## src/rtl/gtmr_pkg.sv

```systemverilog
package gtmr_pkg;
  typedef enum logic [1:0] {
    CS_INSTR = 2'b00,
    CS_SYS   = 2'b01,
    CS_EXT   = 2'b10,
    CS_NONE  = 2'b11
  } clk_src_e;

  typedef enum logic [1:0] {
    GS_PIN   = 2'b00,
    GS_MATCH = 2'b01,
    GS_CMP1  = 2'b10,
    GS_CMP2  = 2'b11
  } gate_src_e;
endpackage

```

## src/rtl/gtmr_tick.sv

```systemverilog
module gtmr_tick #(
  parameter int PS_W        = 2,
  parameter int INSTR_DIV   = 4,
  parameter int SYNC_STAGES = 2
) (
  input  logic            clk,
  input  logic            rst_n,
  input  logic            on,
  input  logic [1:0]      clk_sel,
  input  logic            sync_en,
  input  logic [PS_W-1:0] presc_sel,
  input  logic            ext_clk,
  input  logic            qual,
  input  logic            presc_clr,
  output logic            inc
);
  import gtmr_pkg::*;

  localparam int PH_W = $clog2(INSTR_DIV);
  localparam int PC_W = (1 << PS_W) - 1;

  logic [PH_W-1:0]        phase_q;
  logic [SYNC_STAGES-1:0] sy_q;
  logic                   samp_q, ext_prev_q, armed_q;
  logic                   ext_s, ext_rise, ext_fall;
  logic                   raw_tick, q_tick;
  logic [PC_W-1:0]        pcnt_q, pmask;

  always_ff @(posedge clk or negedge rst_n) begin
    if (!rst_n) phase_q <= '0;
    else if (phase_q == PH_W'(INSTR_DIV - 1)) phase_q <= '0;
    else phase_q <= phase_q + 1'b1;
  end

  for (genvar i = 0; i < SYNC_STAGES; i++) begin : g_sync
    always_ff @(posedge clk or negedge rst_n) begin
      if (!rst_n) sy_q[i] <= 1'b0;
      else if (i == 0) sy_q[i] <= ext_clk;
      else sy_q[i] <= sy_q[(i == 0) ? 0 : i - 1];
    end
  end

  always_ff @(posedge clk or negedge rst_n) begin
    if (!rst_n) begin
      samp_q     <= 1'b0;
      ext_prev_q <= 1'b0;
    end else begin
      samp_q     <= ext_clk;
      ext_prev_q <= ext_s;
    end
  end

  assign ext_s    = sync_en ? sy_q[SYNC_STAGES-1] : samp_q;
  assign ext_rise = ext_s & ~ext_prev_q;
  assign ext_fall = ~ext_s & ext_prev_q;

  always_ff @(posedge clk or negedge rst_n) begin
    if (!rst_n) armed_q <= 1'b0;
    else if (!on || clk_sel != CS_EXT) armed_q <= 1'b0;
    else if (ext_fall) armed_q <= 1'b1;
  end

  always_comb begin
    unique case (clk_sel)
      CS_INSTR: raw_tick = (phase_q == PH_W'(INSTR_DIV - 1));
      CS_SYS:   raw_tick = 1'b1;
      CS_EXT:   raw_tick = ext_rise & armed_q;
      default:  raw_tick = 1'b0;
    endcase
  end

  assign q_tick = raw_tick & on & qual;
  assign pmask  = PC_W'((1 << presc_sel) - 1);

  always_ff @(posedge clk or negedge rst_n) begin
    if (!rst_n) pcnt_q <= '0;
    else if (presc_clr) pcnt_q <= '0;
    else if (q_tick) pcnt_q <= pcnt_q + 1'b1;
  end

  assign inc = q_tick && !presc_clr && ((pcnt_q & pmask) == pmask);

  // an external tick needs a falling edge seen earlier while enabled
  p_ext_needs_arm_r2: assert property (@(posedge clk) disable iff (!rst_n)
    (clk_sel == CS_EXT && inc) |-> armed_q);
  // no tick reaches the counter while the timer is off
  p_off_no_inc_r4: assert property (@(posedge clk) disable iff (!rst_n)
    !on |-> !inc);
endmodule

```

## src/rtl/gtmr_gate.sv

```systemverilog
module gtmr_gate (
  input  logic       clk,
  input  logic       rst_n,
  input  logic       gate_en,
  input  logic [1:0] src_sel,
  input  logic       inv,
  input  logic       tog_mode,
  input  logic       single_mode,
  input  logic       go_set,
  input  logic       pin,
  input  logic       match,
  input  logic       cmp1,
  input  logic       cmp2,
  input  logic       irq_clr,
  output logic       gate_ok,
  output logic       level,
  output logic       go,
  output logic       irq
);
  logic [3:0] srcs;
  logic       g_in, g_q, g_d, tog_q, win, win_q, go_q, sp_act_q, irq_q;
  logic       wrise, wfall, done;

  assign srcs = {cmp2, cmp1, match, pin};
  assign g_in = srcs[src_sel] ^ inv;

  always_ff @(posedge clk or negedge rst_n) begin
    if (!rst_n) begin
      g_q   <= 1'b0;
      g_d   <= 1'b0;
      win_q <= 1'b0;
    end else begin
      g_q   <= g_in;
      g_d   <= g_q;
      win_q <= win;
    end
  end

  always_ff @(posedge clk or negedge rst_n) begin
    if (!rst_n) tog_q <= 1'b0;
    else if (!tog_mode) tog_q <= 1'b0;
    else if (g_q & ~g_d) tog_q <= ~tog_q;
  end

  assign win   = tog_mode ? tog_q : g_q;
  assign wrise = win & ~win_q;
  assign wfall = ~win & win_q;
  assign done  = sp_act_q & wfall;

  always_ff @(posedge clk or negedge rst_n) begin
    if (!rst_n) begin
      go_q     <= 1'b0;
      sp_act_q <= 1'b0;
    end else if (!single_mode || !gate_en) begin
      go_q     <= 1'b0;
      sp_act_q <= 1'b0;
    end else if (done) begin
      go_q     <= 1'b0;
      sp_act_q <= 1'b0;
    end else begin
      if (go_set) go_q <= 1'b1;
      if (go_q && wrise) sp_act_q <= 1'b1;
    end
  end

  always_ff @(posedge clk or negedge rst_n) begin
    if (!rst_n) irq_q <= 1'b0;
    else if (irq_clr) irq_q <= 1'b0;
    else if (done && single_mode && gate_en) irq_q <= 1'b1;
  end

  always_comb begin
    if (!gate_en) gate_ok = 1'b1;
    else if (single_mode) gate_ok = win & (sp_act_q | (go_q & wrise));
    else gate_ok = win;
  end

  assign level = g_q;
  assign go    = go_q;
  assign irq   = irq_q;

  // end of the measured pulse drops go and raises the flag
  p_done_flags_r9: assert property (@(posedge clk) disable iff (!rst_n)
    (sp_act_q && wfall && single_mode && gate_en && !irq_clr) |=> (irq_q && !go_q));
  // clear wins over set
  p_irq_clr_r12: assert property (@(posedge clk) disable iff (!rst_n)
    irq_clr |=> !irq_q);
  // level follows the selected, inverted source one clock later
  p_level_lag_r11: assert property (@(posedge clk) disable iff (!rst_n)
    1'b1 |=> (level == $past(g_in)));
endmodule

```

## src/rtl/gtmr_top.sv

```systemverilog
module gtmr_top #(
  parameter int CNT_W = 16,
  parameter int PS_W  = 2
) (
  input  logic             clk,
  input  logic             rst_n,
  input  logic             cfg_on,
  input  logic [1:0]       cfg_clk_sel,
  input  logic [PS_W-1:0]  cfg_presc,
  input  logic             cfg_sync,
  input  logic             cfg_gate_en,
  input  logic [1:0]       cfg_gate_src,
  input  logic             cfg_gate_inv,
  input  logic             cfg_gate_tog,
  input  logic             cfg_gate_single,
  input  logic             go_set,
  input  logic             ext_clk_i,
  input  logic             gate_pin_i,
  input  logic             tmr_match_i,
  input  logic             cmp1_i,
  input  logic             cmp2_i,
  input  logic             load_en,
  input  logic [CNT_W-1:0] load_val,
  input  logic             ovf_clr,
  input  logic             gate_irq_clr,
  output logic [CNT_W-1:0] count_o,
  output logic             ovf_flag_o,
  output logic             gate_irq_o,
  output logic             go_busy_o,
  output logic             gate_level_o
);
  localparam logic [CNT_W-1:0] CNT_MAX = '1;

  logic             gate_ok, inc;
  logic [CNT_W-1:0] cnt_q;
  logic             ovf_q;

  gtmr_gate u_gate (
    .clk(clk), .rst_n(rst_n), .gate_en(cfg_gate_en), .src_sel(cfg_gate_src),
    .inv(cfg_gate_inv), .tog_mode(cfg_gate_tog), .single_mode(cfg_gate_single),
    .go_set(go_set), .pin(gate_pin_i), .match(tmr_match_i), .cmp1(cmp1_i),
    .cmp2(cmp2_i), .irq_clr(gate_irq_clr), .gate_ok(gate_ok),
    .level(gate_level_o), .go(go_busy_o), .irq(gate_irq_o)
  );

  gtmr_tick #(.PS_W(PS_W)) u_tick (
    .clk(clk), .rst_n(rst_n), .on(cfg_on), .clk_sel(cfg_clk_sel),
    .sync_en(cfg_sync), .presc_sel(cfg_presc), .ext_clk(ext_clk_i),
    .qual(gate_ok), .presc_clr(load_en), .inc(inc)
  );

  always_ff @(posedge clk or negedge rst_n) begin
    if (!rst_n) cnt_q <= '0;
    else if (load_en) cnt_q <= load_val;
    else if (inc) cnt_q <= cnt_q + 1'b1;
  end

  always_ff @(posedge clk or negedge rst_n) begin
    if (!rst_n) ovf_q <= 1'b0;
    else if (ovf_clr) ovf_q <= 1'b0;
    else if (inc && !load_en && cnt_q == CNT_MAX) ovf_q <= 1'b1;
  end

  assign count_o    = cnt_q;
  assign ovf_flag_o = ovf_q;

  // count holds while the timer is off and no load occurs
  p_hold_when_off_r4: assert property (@(posedge clk) disable iff (!rst_n)
    (!cfg_on && !load_en) |=> $stable(count_o));
  // a wrap raises the overflow flag
  p_wrap_sets_r5: assert property (@(posedge clk) disable iff (!rst_n)
    (inc && !load_en && !ovf_clr && count_o == CNT_MAX) |=> (ovf_flag_o && count_o == '0));
  // overflow clear wins
  p_ovf_clr_r12: assert property (@(posedge clk) disable iff (!rst_n)
    ovf_clr |=> !ovf_flag_o);
  // a closed plain gate freezes the count
  p_gate_closed_r6: assert property (@(posedge clk) disable iff (!rst_n)
    (cfg_gate_en && !cfg_gate_tog && !cfg_gate_single && !gate_level_o && !load_en)
      |=> $stable(count_o));
endmodule

```

## config.mk

```make
export PLATFORM = sky130hd
export DESIGN_NAME = gtmr_top
export DESIGN_NICKNAME = d
export VERILOG_FILES = /design/src/rtl/gtmr_pkg.sv /design/src/rtl/gtmr_tick.sv /design/src/rtl/gtmr_gate.sv /design/src/rtl/gtmr_top.sv
export SDC_FILE = /design/constraint.sdc
export NUM_CORES = 1
export LEC_CHECK = 0
export ABC_CLOCK_PERIOD_IN_PS = 2700
export BUFFER_PORTS_ARGS = -buffer_cell sky130_fd_sc_hd__buf_2
export CAP_MARGIN = 20
export CELL_PAD_IN_SITES_DETAIL_PLACEMENT = 1
export CELL_PAD_IN_SITES_GLOBAL_PLACEMENT = 1
export CORE_UTILIZATION = 37
export CTS_CLUSTER_DIAMETER = 80
export DETAILED_ROUTE_END_ITERATION = 8
export PLACE_DENSITY_LB_ADDON = 0.1
export SYNTH_ARGS = -nofsm -noshare
export SYNTH_HDL_FRONTEND = slang
export SYNTH_SLANG_ARGS = --single-unit
```

## constraint.sdc

```tcl
create_clock -name clk -period 2.7 [get_ports clk]
set_clock_uncertainty 0.2 [all_clocks]
set_input_delay 0.135 -clock clk [delete_from_list [all_inputs] [get_ports clk]]
set_output_delay 0.135 -clock clk [all_outputs]
set_load 0.05 [all_outputs]
```

======== Word-level counts from Yosys, hierarchy flattened ========
Index checks and enable logic that the tools add are counted.
word-level totals
  register bits after elaboration ......... 33
  latch bits .............................. 0
  memory bits (writable) .................. 0
  memory bits (read-only) ................. 0
  bits of input ports ..................... 39
  word-level logic and storage cells ...... 95
  memories ................................ 0
operators by class
  add/sub/neg operators ................... 4
  multiply operators ...................... 0
  divide/modulo/power cells ............... 0
  order comparisons ....................... 1
  eq/ne operators ......................... 7
  shift operators ......................... 1
  multiplexer cells ....................... 26
  bitwise logic cells ..................... 20
  reduce and logical (&&, ||, !) cells .... 21
operator list
  operator               number
  $mux 16                2
  $mux 1                 19
  $add 16x1->16 const B  1
  $eq 16x16->1 const B   1
  $and 1x1->1            11
  $reduce_bool 2->1      5
  $logic_and 1x1->1      7
  $mux 3                 2
  $not 1->1              6
  $reduce_bool 3->1      2
  $eq 2x2->1 const B     2
  $logic_not 1->1        4
  $add 3x1->3 const B    1
  $and 3x3->3            1
  $eq 3x3->1             1
  $lt 2x3->1 const B     1
  $pmux 1 s3             1
  $shl 1x2->3 const A    1
  $sub 3x2->3 const B    1
  $add 2x1->2 const B    1
  $bmux 1 s2             1
  $eq 2x1->1 const B     1
  $logic_not 2->1        1
  $logic_or 1x1->1       2
  5 further kinds        5

======== Logic depth before layout (Yosys ltp) ========
Gate-level depths: netlist of the first run.
  word-level depth ........................ 14
  depth in mapped cells ................... 7
  mapped depth without buffers ............ 6

======== Hierarchy ========
A second synthesis of the first run with hierarchy kept.
second synthesis, totals
  cells, all modules ...................... 174
  area total of the unflattened synthesis .. 1796.7 µm²
by module, submodules not included
  module     times used  cells an instance  area an instance (µm²)  seq. area each (µm²)
  gtmr_top   1           105                977.2                   425.4
  gtmr_tick  1           45                 508.0                   225.2
  gtmr_gate  1           24                 311.5                   175.2

======== Least setup slack after synthesis of the first run ========
Ideal clock, no wire load.
  path type ............................... reg-to-reg
  start point ............................. reg cnt_q[2] (netlist: count_o[2])
  end point ............................... reg cnt_q[15] (netlist: count_o[15])
  library setup time ...................... 137 ps
  arrival ................................. 1910 ps
  setup slack ............................. 453 ps
  cell stages (with the launch flop) ...... 7
  buffers on the path ..................... 1
  clock period less this slack ............ 2247 ps
  cells stage by stage .................... dfrtp_1 > nand3_2 > or3_1 > buf_2 > o31a_1 > o211ai_1 > o211ai_1
on the way
  word-level cells in the longest chain between the ends .. 3
ends and longest elaborated chain
  item                    line            text
  from (decl)             gtmr_top.sv:35  logic [CNT_W-1:0] cnt_q;
  from (signal assigned)  gtmr_top.sv:54  else if (load_en) cnt_q <= load_val;
  from (signal assigned)  gtmr_top.sv:55  else if (inc) cnt_q <= cnt_q + 1'b1;
  $add 16x1->16           gtmr_top.sv:55
  $mux 16                 gtmr_top.sv:55
  $mux 16                 gtmr_top.sv:54
No other way between the ends. The select of a mux whose other input is x is not followed.
A chain may end at the register's enable or synchronous reset.

======== Final worst setup path of the first run ========
  start point ............................. in cfg_gate_tog
  end point ............................... reg cnt_q[6] (netlist: count_o[6])
on the way
  word-level cells in the longest chain between the ends .. 11
ends and longest elaborated chain
  item                                    line             text
  from (decl)                             gtmr_top.sv:14   input logic cfg_gate_tog,
  $mux 1 (*)                              gtmr_gate.sv:45  assign win = tog_mode ? tog_q : g_q;
  $and 1x1->1                             gtmr_gate.sv:46  assign wrise = win & ~win_q;
  $and 1x1->1                             gtmr_gate.sv:74  else if (single_mode) gate_ok = win & (sp_act_q | (go_q & wrise));
  $or 1x1->1                              gtmr_gate.sv:74
  $and 1x1->1                             gtmr_gate.sv:74
  $mux 1 (*)                              gtmr_gate.sv:74
  $mux 1 (*)                              gtmr_gate.sv:73  if (!gate_en) gate_ok = 1'b1;
  $and 1x1->1 (*)                         gtmr_tick.sv:72  assign q_tick = raw_tick & on & qual;
  $logic_and 1x1->1 (*) (2 in a row)      gtmr_tick.sv:81  assign inc = q_tick && !presc_clr && ((pcnt_q & pmask) == pmask);
  $reduce_bool 2->1 (no source line) (*)  n/a
Mark *: on every way between the ends. The rest lies on a longest branch, timed or not.

==> impl_metrics.tcl, run 1 <==
set metrics [dict create \
    grt_setup_unrepaired "no" \
    route.detailed.drc 0 \
    status "finished clean" \
    synth_top_area_cell "dfrtp_1" \
    detail-route-antenna-nets 0 \
    cp_cell_sequence "dlygate4sd3_1, buf_2, mux2i_1, a31oi_1, o211ai_2, nor2_1, o311ai_0" \
    drv_cap 0 \
    worstPathMaxFanout 17 \
    regArea_um2 825.8 \
    peakVddDrop_mv 0.2354 \
    cp.required_ns 2.66 \
    setup_tns_ns 0 \
    core.rowCount 25 \
    track_usage_pct 23.26 \
    finalSetupViolCount 0 \
    wirelength_mm 5.467 \
    syn_avg_cell_area_um2 9.079 \
    synthTopCellsByArea "dfrtp_1, o211ai_1, nand2_1" \
    hold_violations 0 \
    criticalPathCategory "in -> reg" \
    cts_num_sinks 33 \
    grt_pass1_wl_mm 9.246 \
    crit_cells 7 \
    clk_pin_slew_worst_paths_ns 0.07 \
    syn-cell-area_um2 1843 \
    worstSetupEndpoint "count_o[6]" \
    cts_made_buffers 5 \
    cts.htree.levels 2 \
    synth_top_flop_cell "dfrtp_1" \
    core_area_um2 4755 \
    min_period_ns 2.418 \
    synth_top_area_share_pct 44.81 \
    initial_utilization_pct 38.76 \
    regToRegStartpoint "u_gate.level" \
    cp.arrival_ns 2.38 \
    syn_nets 245 \
    dpl.hpwl_mm 3.753 \
    viasPerCell 5.245 \
    cts_tree "yes" \
    ios 59 \
    die_w_um 72.58 \
    cp-end-kind "flip-flop" \
    finalHoldWorstSlack_ns 0.09663 \
    critPathLaunchType "primary input" \
    ff2ff_path_depth 5 \
    maxSlewViolCount 0 \
    path_buf_inv 2 \
    startpoint "cfg_gate_tog" \
    cts_setup_buffers 0 \
    min_path_type "in -> reg" \
    detail_route.wl_per_cell_um 15.06 \
    synth-async-reset-ratio_pct 100.0 \
    vias 1904 \
    power.density_nw_per_um2 484.2 \
    synth_seq_area_share_pct 44.81 \
    numPortBuffers 58 \
    crit_path_max_incr_delay_ns 0.60 \
    yosys_register_bits 33 \
    power_leakage_uw 0.001184 \
    gp_congestion 0.7704 \
    crit_slowest_cell "o211ai_2" \
    rrSetupSlack_ns 0.40 \
    firstDrtPassIters 4 \
    syn_to_final_growth_pct 41.34 \
    fin_ws_ns 0.2820 \
    grt_max_degree 34 \
    dp_slack_ns 0.3885 \
    r2r_end "count_o[6]" \
    antenna_found_initial 0 \
    max_freq_mhz 413.6 \
    slew_headroom_pct 50.47 \
    clock_latency_ns 0.29 \
    nets 337 \
    drive_gt1_share_pct 25.34 \
    synthCells 203 \
    worst_pin_slew_ns 0.7429 \
    fillers 589 \
    yosys_warnings 0 \
    antenna_cells 0 \
    multi_input_area_um2 925.9 \
    die_area_um2 5267 \
    first_iter_violations 111 \
    clockBufferDepth 2 \
    synth_edf_count 0 \
    critical_path.top_delay_family "compound AO/OA/AOI/OAI gates" \
    root_buffer "clkbuf_8" \
    finalCritPeriodShare_pct 89.55 \
    grt_pass1_vias 1947 \
    globalRouteOverflowTotal 0 \
    synth_cell_types 41 \
    die_y_um 72.58 \
]
[through the flow]
step	util (%)	std cells	power, uW	instance area (um^2)
detailed placement	46.53	324	869.6	2212
global route	54.79	363	1322	2605
CTS	54.79	363	1274	2605
finish	54.79	363	1261	2605
floorplan	-	203	764.6	1843
global placement	46.53	324	863.9	2212
[what timing repair did]
action / CTS / global route
resized for setup: 0 / 0
setup endpoints to repair: 0 / 0
hold buffers: 31 / 0
endpoints found under the hold margin: 59 / 0
[routing by layer]
layer / vias to the layer above / global-route usage (%) / wire, um
met5: - / 0 / 0
met4: 0 / 9.804 / 68
met3: 10 / 3.453 / 191
met2: 48 / 37.80 / 2562
met1: 912 / 30.95 / 2645
li1: 934 / - / -
[worst min-delay path, cell delays in order]
cell	delay [ns]
buf_2	0.09
buf_4	0.25
a21oi_1	0.06
[worst min-delay path by stage]
stage / start / end / slack (ns) / depth (start not counted)
final: load_en / u_tick.pcnt_q[2] / 0.1 / 3
after global routing: load_en / u_tick.pcnt_q[1] / 0.13 / 3
after detailed placement: ext_clk_i / u_tick.sy_q[0] / 0.04 / 1
after CTS: load_en / u_tick.pcnt_q[2] / 0.09 / 3
after floorplan: rst_n / count_o[0] / -0.36 / 0
after global placement: rst_n / u_tick.ext_prev_q / 0.04 / 1
[power breakdown]
group          switching (uW)  internal (uW)  total (uW)
Sequential               45.9            532         578
Clock                     187            179         366
Combinational             198            119         318
Total                     432            830        1260
[area by class of cell]
| cell class | instances | area share [%] |
|---|---|---|
| clock buffers | 6 | 2.786 |
| flip-flops and latches | 33 | 31.70 |
| well taps | 67 | 3.218 |
| inverters | 15 | 2.161 |
| multi-input cells | 147 | 35.54 |
| clock inverters | 2 | 0.3842 |
| repair buffers | 93 | 24.21 |
[placed cells by master, fill, tap and decap left out, drive strengths merged, types with 2 or more instances in the layout]
| master | netlist | layout |
|---|---|---|
| a21oi | 8 | 8 |
| a31oi | 6 | 6 |
| and2 | 4 | 4 |
| and3 | 5 | 5 |
| and4 | 2 | 2 |
| buf | 4 | 62 |
| clkbuf | 4 | 6 |
| clkinv | 0 | 2 |
| dfrtp | 33 | 33 |
| dlygate4sd3 | 0 | 31 |
| ha | 3 | 3 |
| inv | 15 | 15 |
| mux2i | 2 | 2 |
| nand2 | 23 | 23 |
| nand2b | 3 | 3 |
| nand3 | 9 | 9 |
| nand4 | 2 | 2 |
| nor2 | 21 | 21 |
| nor3 | 8 | 8 |
| nor4 | 3 | 3 |
| o211ai | 15 | 15 |
| o21ai | 2 | 2 |
| o311ai | 5 | 5 |
| o31a | 2 | 2 |
| o31ai | 3 | 3 |
| o41a | 2 | 2 |
| o41ai | 2 | 2 |
| or3 | 3 | 3 |
| or4 | 3 | 3 |
| xnor2 | 2 | 2 |
[registers in the layout, summed over array words and instances (netlist names)]
register / flops
u_gate.go: 1
u_gate.tog_q: 1
u_tick.phase_q: 2
u_tick.sy_q: 2
u_gate.sp_act_q: 1
u_gate.win_q: 1
ovf_flag_o: 1
u_tick.pcnt_q: 3
u_tick.ext_prev_q: 1
count_o: 16
u_gate.level: 1
u_gate.irq: 1
u_gate.g_d: 1
u_tick.armed_q: 1
[synthesized netlist by cell type, types with 4 or more instances]
cell type,instances
a21oi_1,8
a31oi_1,6
and3_1,4
buf_2,4
clkbuf_1,4
dfrtp_1,33
inv_1,15
nand2_1,23
nand3_1,8
nor2_1,21
nor3_1,8
o211ai_1,14
o311ai_0,5
[logic make-up after synthesis]
| group | count (synthesis) | synth area share, % |
|---|---|---|
| xor+xnor | 3 | 1.426 |
| mux | 3 | 2.308 |
| compound gates | 50 | 20.43 |
| fa+ha+maj | 3 | 2.037 |
| flops | 33 | 44.81 |
| buf+inv | 23 | 4.955 |
| simple gates | 88 | 24.03 |
Note: power is estimated with default switching activity, not from simulation.
==> inputs of run 2 (changes only) <==
--- a/config.mk
+++ b/config.mk
@@ -10,10 +10,11 @@
 export CAP_MARGIN = 20
 export CELL_PAD_IN_SITES_DETAIL_PLACEMENT = 1
 export CELL_PAD_IN_SITES_GLOBAL_PLACEMENT = 1
-export CORE_UTILIZATION = 37
+export CORE_UTILIZATION = 38
 export CTS_CLUSTER_DIAMETER = 80
 export DETAILED_ROUTE_END_ITERATION = 8
 export PLACE_DENSITY_LB_ADDON = 0.1
 export SYNTH_ARGS = -nofsm -noshare
 export SYNTH_HDL_FRONTEND = slang
+export SYNTH_HIERARCHICAL = 1
 export SYNTH_SLANG_ARGS = --single-unit
==> run 2 against run 1 <==
Net effect:
- the flow now finishes with violations (design-rule violations)
- non-clock buffer count is 4 lower
- final area fell by 1.6%
- total power grew 3.7%
- synthesized cell count fell by 14%
- highest routed layer unchanged
==> impl_metrics.tcl, run 2 <==
set metrics [dict create \
    min_period_ns 2.549 \
    cp.arrival_ns 2.51 \
    synthAdderAreaFrac_pct 2.089 \
    synthSimpleGateAreaFrac_pct 25.49 \
    die_y_um 70.76 \
    layout.cells.most_common "buf_2" \
    max_freq_mhz 392.3 \
    path_buf_inv 2 \
    firstDrtPassIters 6 \
    largest_register_ff_count 16 \
    finalCritPeriodShare_pct 94.41 \
    grt_setup_unrepaired "no" \
    synth_top_family_by_area "simple AND/OR/NAND/NOR gates" \
    mostFrequentLayoutCells "buf_2, dfrtp_1, dlygate4sd3_1" \
    cts_setup_buffers 0 \
    synth_top_area_cell "dfrtp_1" \
    synth_compound_area_share_pct 12.53 \
    dp_slack_ns 0.01181 \
    critical_path.top_delay_family "simple AND/OR/NAND/NOR gates" \
    core_area_um2 4444 \
    rrSetupSlack_ns 0.18 \
    drv_cap 0 \
    synth_cell_types 43 \
    yosys-top-cells-count "dfrtp_1, nand2_1, nand3_1, o21ai_0, xnor2_1" \
    finalSetupViolCount 0 \
    regToRegStartpoint "u_gate/win_q" \
    synth_xor_area_share_pct 7.312 \
    crit_path_max_incr_delay_ns 0.53 \
    track_usage_pct 20.24 \
    cp-end-kind "flip-flop" \
    synth-async-reset-ratio_pct 100.0 \
    cts_made_buffers 5 \
    clk_pin_slew_worst_paths_ns 0.07 \
    ff2ff_path_depth 9 \
    power.density_nw_per_um2 510.3 \
    power_leakage_uw 0.001145 \
    detail_route.wl_per_cell_um 14.95 \
    synth_edf_count 0 \
    nets 308 \
    synth_mux_area_share_pct 4.318 \
    core.rowCount 24 \
    cp.required_ns 2.67 \
    die_w_um 70.76 \
    gp_congestion 0.8730 \
    viasPerCell 5.191 \
    dpl.hpwl_mm 3.347 \
    synth_top_area_share_pct 45.96 \
    cts_num_sinks 33 \
    syn_to_final_growth_pct 42.62 \
    first_iter_violations 89 \
    antenna_found_initial 0 \
    synth_seq_area_share_pct 45.96 \
    synthCells 174 \
    detail-route-antenna-nets 0 \
    synthTopCellsByArea "dfrtp_1, nand2_1, xnor2_1" \
    numPortBuffers 58 \
    critPathLaunchType "primary input" \
    peakVddDrop_mv 0.3277 \
    violations "design-rule violations" \
    cts_tree "yes" \
    fin_ws_ns 0.1509 \
    syn_avg_cell_area_um2 10.33 \
    clockBufferDepth 2 \
    crit_slowest_cell "dlygate4sd3_1" \
    globalRouteOverflowTotal 0 \
    slew_headroom_pct 48.75 \
    criticalPathCategory "in -> reg" \
    yosys_warnings 6 \
    drive_gt1_share_pct 34.08 \
    maxSlewViolCount 0 \
    crit_cells 10 \
    grt_max_degree 40 \
    cts.htree.levels 2 \
    status "complete, but fails checks" \
    syn_nets 216 \
    p_total_uw 1308 \
    worstPathMaxFanout 7 \
    worstSetupEndpoint "count_o[11]" \
    grt_pass1_vias 1734 \
    r2r_end "count_o[11]" \
    root_buffer "clkbuf_8" \
    hold_violations 0 \
    syn-cell-area_um2 1797 \
    startpoint "cfg_gate_single" \
    synth.most_common_cell "dfrtp_1" \
    clock_latency_ns 0.28 \
    grt_pass1_wl_mm 7.824 \
    yosys_register_bits 33 \
    ios 59 \
    worst_pin_slew_ns 0.7687 \
    cp_cell_sequence "dlygate4sd3_1, buf_2, nor3b_1, o21ai_2, nand2_2, nor4_4, nand3_4, nor4_2, xor2_1, mux2_2" \
    min_path_type "in -> reg" \
    synth_top_flop_cell "dfrtp_1" \
    vias 1656 \
    setup_tns_ns 0 \
    initial_utilization_pct 40.43 \
    route.detailed.drc 10 \
    die_area_um2 5007 \
    antenna_cells 0 \
    fillers 516 \
    wirelength_mm 4.768 \
]
-- run 2: how the worst min path moves through the flow --
stage / slack (ns) / from / depth (start not counted) / end
4_1_cts: 0.002 / cfg_clk_sel[1] / 2 / u_tick/armed_q
2_1_floorplan: -0.36 / rst_n / 0 / count_o[0]
3_3_place_gp: 0.04 / rst_n / 1 / u_tick/phase_q[0]
3_5_place_dp: 0.05 / rst_n / 1 / u_tick/phase_q[1]
5_1_grt: 0.01 / cfg_clk_sel[0] / 2 / u_tick/armed_q
6_report: 0.03 / cfg_clk_sel[0] / 2 / u_tick/armed_q
-- run 2: what timing repair did --
| action | in CTS | in global routing |
|---|---|---|
| gates resized for setup | 1 | 2 |
| endpoints found under the hold margin | 57 | 1 |
| setup endpoints to repair | 1 | 2 |
| hold buffers | 28 | 1 |
-- run 2: kinds of logic (layout without fill, tap and decap cells) --
family                   Yosys count  after routing
adder cells (fa/ha/maj)            3              3
XOR/XNOR                          15             15
AO/OA/AOI/OAI                     34             34
flip-flops                        33             33
buffers and inverters              9            102
AND/OR/NAND/NOR                   74             74
multiplexers                       6              6
-- run 2: layout make-up --
type / count / area [um^2] / area share [%]
Multi-Input combinational cell: 132 / 953.4 / 37.21
Sequential cell: 33 / 828.3 / 32.32
Timing Repair Buffer: 89 / 595.6 / 23.24
Clock buffer: 7 / 96.34 / 3.760
Tap cell: 52 / 65.06 / 2.539
Inverter: 5 / 18.77 / 0.7324
Clock inverter: 1 / 5.005 / 0.1953
-- run 2: through the flow --
stage	cell area [um^2]	utilization [%]	hold WS [ns]	instances
3_5_place_dp	2153	48.45	0.04673	282
6_report	2562	57.66	0.02600	319
4_1_cts	2544	57.24	0.001555	318
5_1_grt	2562	57.66	0.01180	319
2_1_floorplan	1799	-	-0.3606	174
3_3_place_gp	2153	48.45	0.03907	282
-- run 2: report_power, final --
part | internal (uW) | leakage (uW) | switching, uW | total (uW)
sequential | 534 | 0.000409 | 45.8 | 579
combinational | 124 | 0.000682 | 192 | 316
clock | 230 | 0.0000542 | 182 | 412
total | 887 | 0.00115 | 420 | 1310
-- run 2: layer usage --
metal / share of wire, % / wire length (um) / GRT usage [%] / up-vias
met2: 49 / 2340 / 35.26 / 42
met4: 1.5 / 72 / 6.889 / 0
met5: 0 / 0 / 0 / -
li1: - / - / - / 812
met3: 4.1 / 194 / 4.701 / 7
met1: 45 / 2160 / 24.68 / 795
==> inputs of run 3 (changes only) <==
--- a/config.mk
+++ b/config.mk
@@ -5,12 +5,13 @@
 export SDC_FILE = /design/constraint.sdc
 export NUM_CORES = 1
 export LEC_CHECK = 0
+export ABC_AREA = 1
 export ABC_CLOCK_PERIOD_IN_PS = 2700
 export BUFFER_PORTS_ARGS = -buffer_cell sky130_fd_sc_hd__buf_2
 export CAP_MARGIN = 20
 export CELL_PAD_IN_SITES_DETAIL_PLACEMENT = 1
 export CELL_PAD_IN_SITES_GLOBAL_PLACEMENT = 1
-export CORE_UTILIZATION = 38
+export CORE_UTILIZATION = 36
 export CTS_CLUSTER_DIAMETER = 80
 export DETAILED_ROUTE_END_ITERATION = 8
 export PLACE_DENSITY_LB_ADDON = 0.1
==> run 3 against run 2 <==
Net effect:
- the run now ends clean
- hold slack got worse by 0.013 ns
- maximum frequency is 3.1% higher
- setup slack better by 0.077 ns
- count of clock-buffer cells in the layout fell by 2
- first-iteration DRC count is 38% lower
- final area up 1.2%
- critical endpoint is now count_o[2]
==> impl_metrics.tcl, run 3 <==
set metrics [dict create \
    status "finished clean" \
    grt_max_degree 34 \
    root_buffer "clkbuf_8" \
    fillers 612 \
    criticalPathCategory "in -> reg" \
    antenna_cells 0 \
    power_leakage_uw 0.001325 \
    mostFrequentLayoutCells "nand2_1, buf_2, dfrtp_1" \
    drive_gt1_share_pct 25.68 \
    synth-async-reset-ratio_pct 100.0 \
    synth_top_flop_cell "dfrtp_1" \
    min_period_ns 2.472 \
    hold_violations 0 \
    detail-route-antenna-nets 0 \
    highest_layer "met4" \
    yosys_register_bits 33 \
    finalCritPeriodShare_pct 91.54 \
    synth.most_common_cell "nand2_1" \
    core_area_um2 4848 \
    clk_pin_slew_worst_paths_ns 0.07 \
    max_freq_mhz 404.6 \
    cp.required_ns 2.70 \
    min-delay-start "cfg_gate_en" \
    die_w_um 73.94 \
    clock_latency_ns 0.29 \
    first_iter_violations 55 \
    synth_edf_count 0 \
    yosys-top-cells-count "nand2_1, dfrtp_1, inv_1, nor2_1, nand3_1" \
    startpoint "cfg_gate_tog" \
    track_usage_pct 21.90 \
    wl_met1_mm 2.447 \
    layout.cells.most_common "nand2_1" \
    setup_tns_ns 0 \
    synth_top_area_cell "dfrtp_1" \
    slew_headroom_pct 49.01 \
    core.rowCount 25 \
    hold_depth 5 \
    synth_seq_area_share_pct 44.33 \
    synthTopCellsByArea "dfrtp_1, nand2_1, nand3_1" \
    dr_wl_met3_um 200 \
    die_y_um 73.94 \
    regToRegStartpoint "u_gate/go" \
    post-route-util_pct 53.50 \
    numPortBuffers 58 \
    clockBufferDepth 2 \
    syn_to_final_growth_pct 39.22 \
    synth_cell_types 26 \
    firstDrtPassIters 4 \
    synth_top_area_share_pct 44.33 \
    crit_path_max_incr_delay_ns 0.53 \
    cts_tree "yes" \
    min_path_type "in -> reg" \
    largest_register_ff_count 16 \
    finalInstanceArea_um2 2594 \
    wirelength_mm 5.316 \
    cts_num_sinks 33 \
    syn_avg_cell_area_um2 7.667 \
    min_to "u_gate/sp_act_q" \
    wl_met2_mm 2.633 \
    grt_pass1_vias 2005 \
    cts.htree.levels 2 \
    post_dp_cell_area_um2 2230 \
    ios 59 \
    initial_utilization_pct 38.43 \
    syn-cell-area_um2 1863 \
    dpl.hpwl_mm 3.783 \
    rrSetupSlack_ns 0.35 \
    synthCells 243 \
    finalSetupViolCount 0 \
    yosys_warnings 6 \
    grt_setup_unrepaired "no" \
    maxSlewViolCount 0 \
    cts_setup_buffers 0 \
    vias 1922 \
    r2r_end "count_o[2]" \
    syn_nets 285 \
    critPathLaunchType "primary input" \
    peakVddDrop_mv 0.2579 \
    cp-end-kind "flip-flop" \
    finalHoldWorstSlack_ns 0.01308 \
    drv_cap 0 \
    worstPathMaxFanout 12 \
    power.density_nw_per_um2 514.6 \
    grt_pass1_wl_mm 9.025 \
    gp_congestion 0.7713 \
    ff2ff_path_depth 12 \
    viasPerCell 4.829 \
    nets 373 \
    cts_made_buffers 5 \
    antenna_found_initial 0 \
    cp.arrival_ns 2.47 \
    regArea_um2 825.8 \
    cp_cell_sequence "dlygate4sd3_1, buf_2, nand2_1, nand2_2, o21ai_0, nand2_1, inv_2, nand3_1, nor2_1, nand2_2, inv_1, o21ai_0, o21ai_0" \
    detail_route.wl_per_cell_um 13.36 \
    route.detailed.drc 0 \
    cpMostUsedCell "o21ai_0" \
    globalRouteOverflowTotal 0 \
    crit_slowest_cell "dlygate4sd3_1" \
    die_area_um2 5467 \
    worst_pin_slew_ns 0.7649 \
    multi_input_area_um2 897.1 \
]
-- run 3: cell count changes after synthesis, moves of 9 or more --
cell	previous run	this run
nand3_1	9	20
nor2_1	8	26
a22oi_1	2	11
inv_1	5	26
nand2_1	23	64
nand2_2	1	10
-- run 3: repair_timing --
action	in CTS	in global routing
setup endpoints to repair	0	0
hold buffers	26	0
endpoints found under the hold margin	58	0
resized for setup	0	0
-- run 3: logic make-up (layout without fill, tap and decap cells) --
| kind of cell | count (synthesis) | after routing | synth area share (%) |
|---|---|---|---|
| xor+xnor | 7 | 7 | 3.291 |
| buf+inv | 34 | 122 | 7.521 |
| compound gates | 32 | 32 | 10.61 |
| flops | 33 | 33 | 44.32 |
| fa+ha+maj | 3 | 3 | 2.015 |
| simple gates | 134 | 134 | 32.24 |
-- run 3: worst max path at each step --
stage / depth (start not counted) / slack [ns] / end
2_1_floorplan: 12 / 0.45 / count_o[8]
3_3_place_gp: 12 / 0.51 / count_o[2]
3_5_place_dp: 12 / 0.36 / count_o[2]
4_1_cts: 13 / 0.21 / count_o[2]
5_1_grt: 13 / 0.02 / count_o[2]
6_report: 13 / 0.23 / count_o[2]
-- run 3: stage by stage --
stage               cells  worst slack, ns  power [uW]
floorplan             243           0.4508       760.2
global placement      365           0.5130       856.7
detailed placement    365           0.3630       864.3
CTS                   398           0.2136        1353
global route          398          0.01573        1404
finish                398           0.2284        1335
-- run 3: final cells by class --
| class | count | share of cell area, % |
|---|---|---|
| repair buffers | 85 | 22.00 |
| inverters | 30 | 4.342 |
| clock buffers | 5 | 2.653 |
| multi-input cells | 176 | 34.59 |
| well taps | 67 | 3.232 |
| clock inverters | 2 | 1.351 |
| flip-flops and latches | 33 | 31.84 |
-- run 3: power by group --
group	switching (uW)	total [uW]	internal (uW)
Sequential	45.4	575	529
Clock	184	452	268
Combinational	200	308	108
-- run 3: routing by layer --
metal | up-vias | global-route usage (%)
met5 | - | 0
met4 | 0 | 6.410
met3 | 4 | 4.878
met2 | 47 | 37.58
met1 | 907 | 27.58
li1 | 964 | -
-- run 3: worst max-delay path, delay by kind of cell --
family,cells,cell delay [ns]
buffers and inverters,4,1.10
AND/OR/NAND/NOR,6,0.72
AO/OA/AOI/OAI,3,0.52
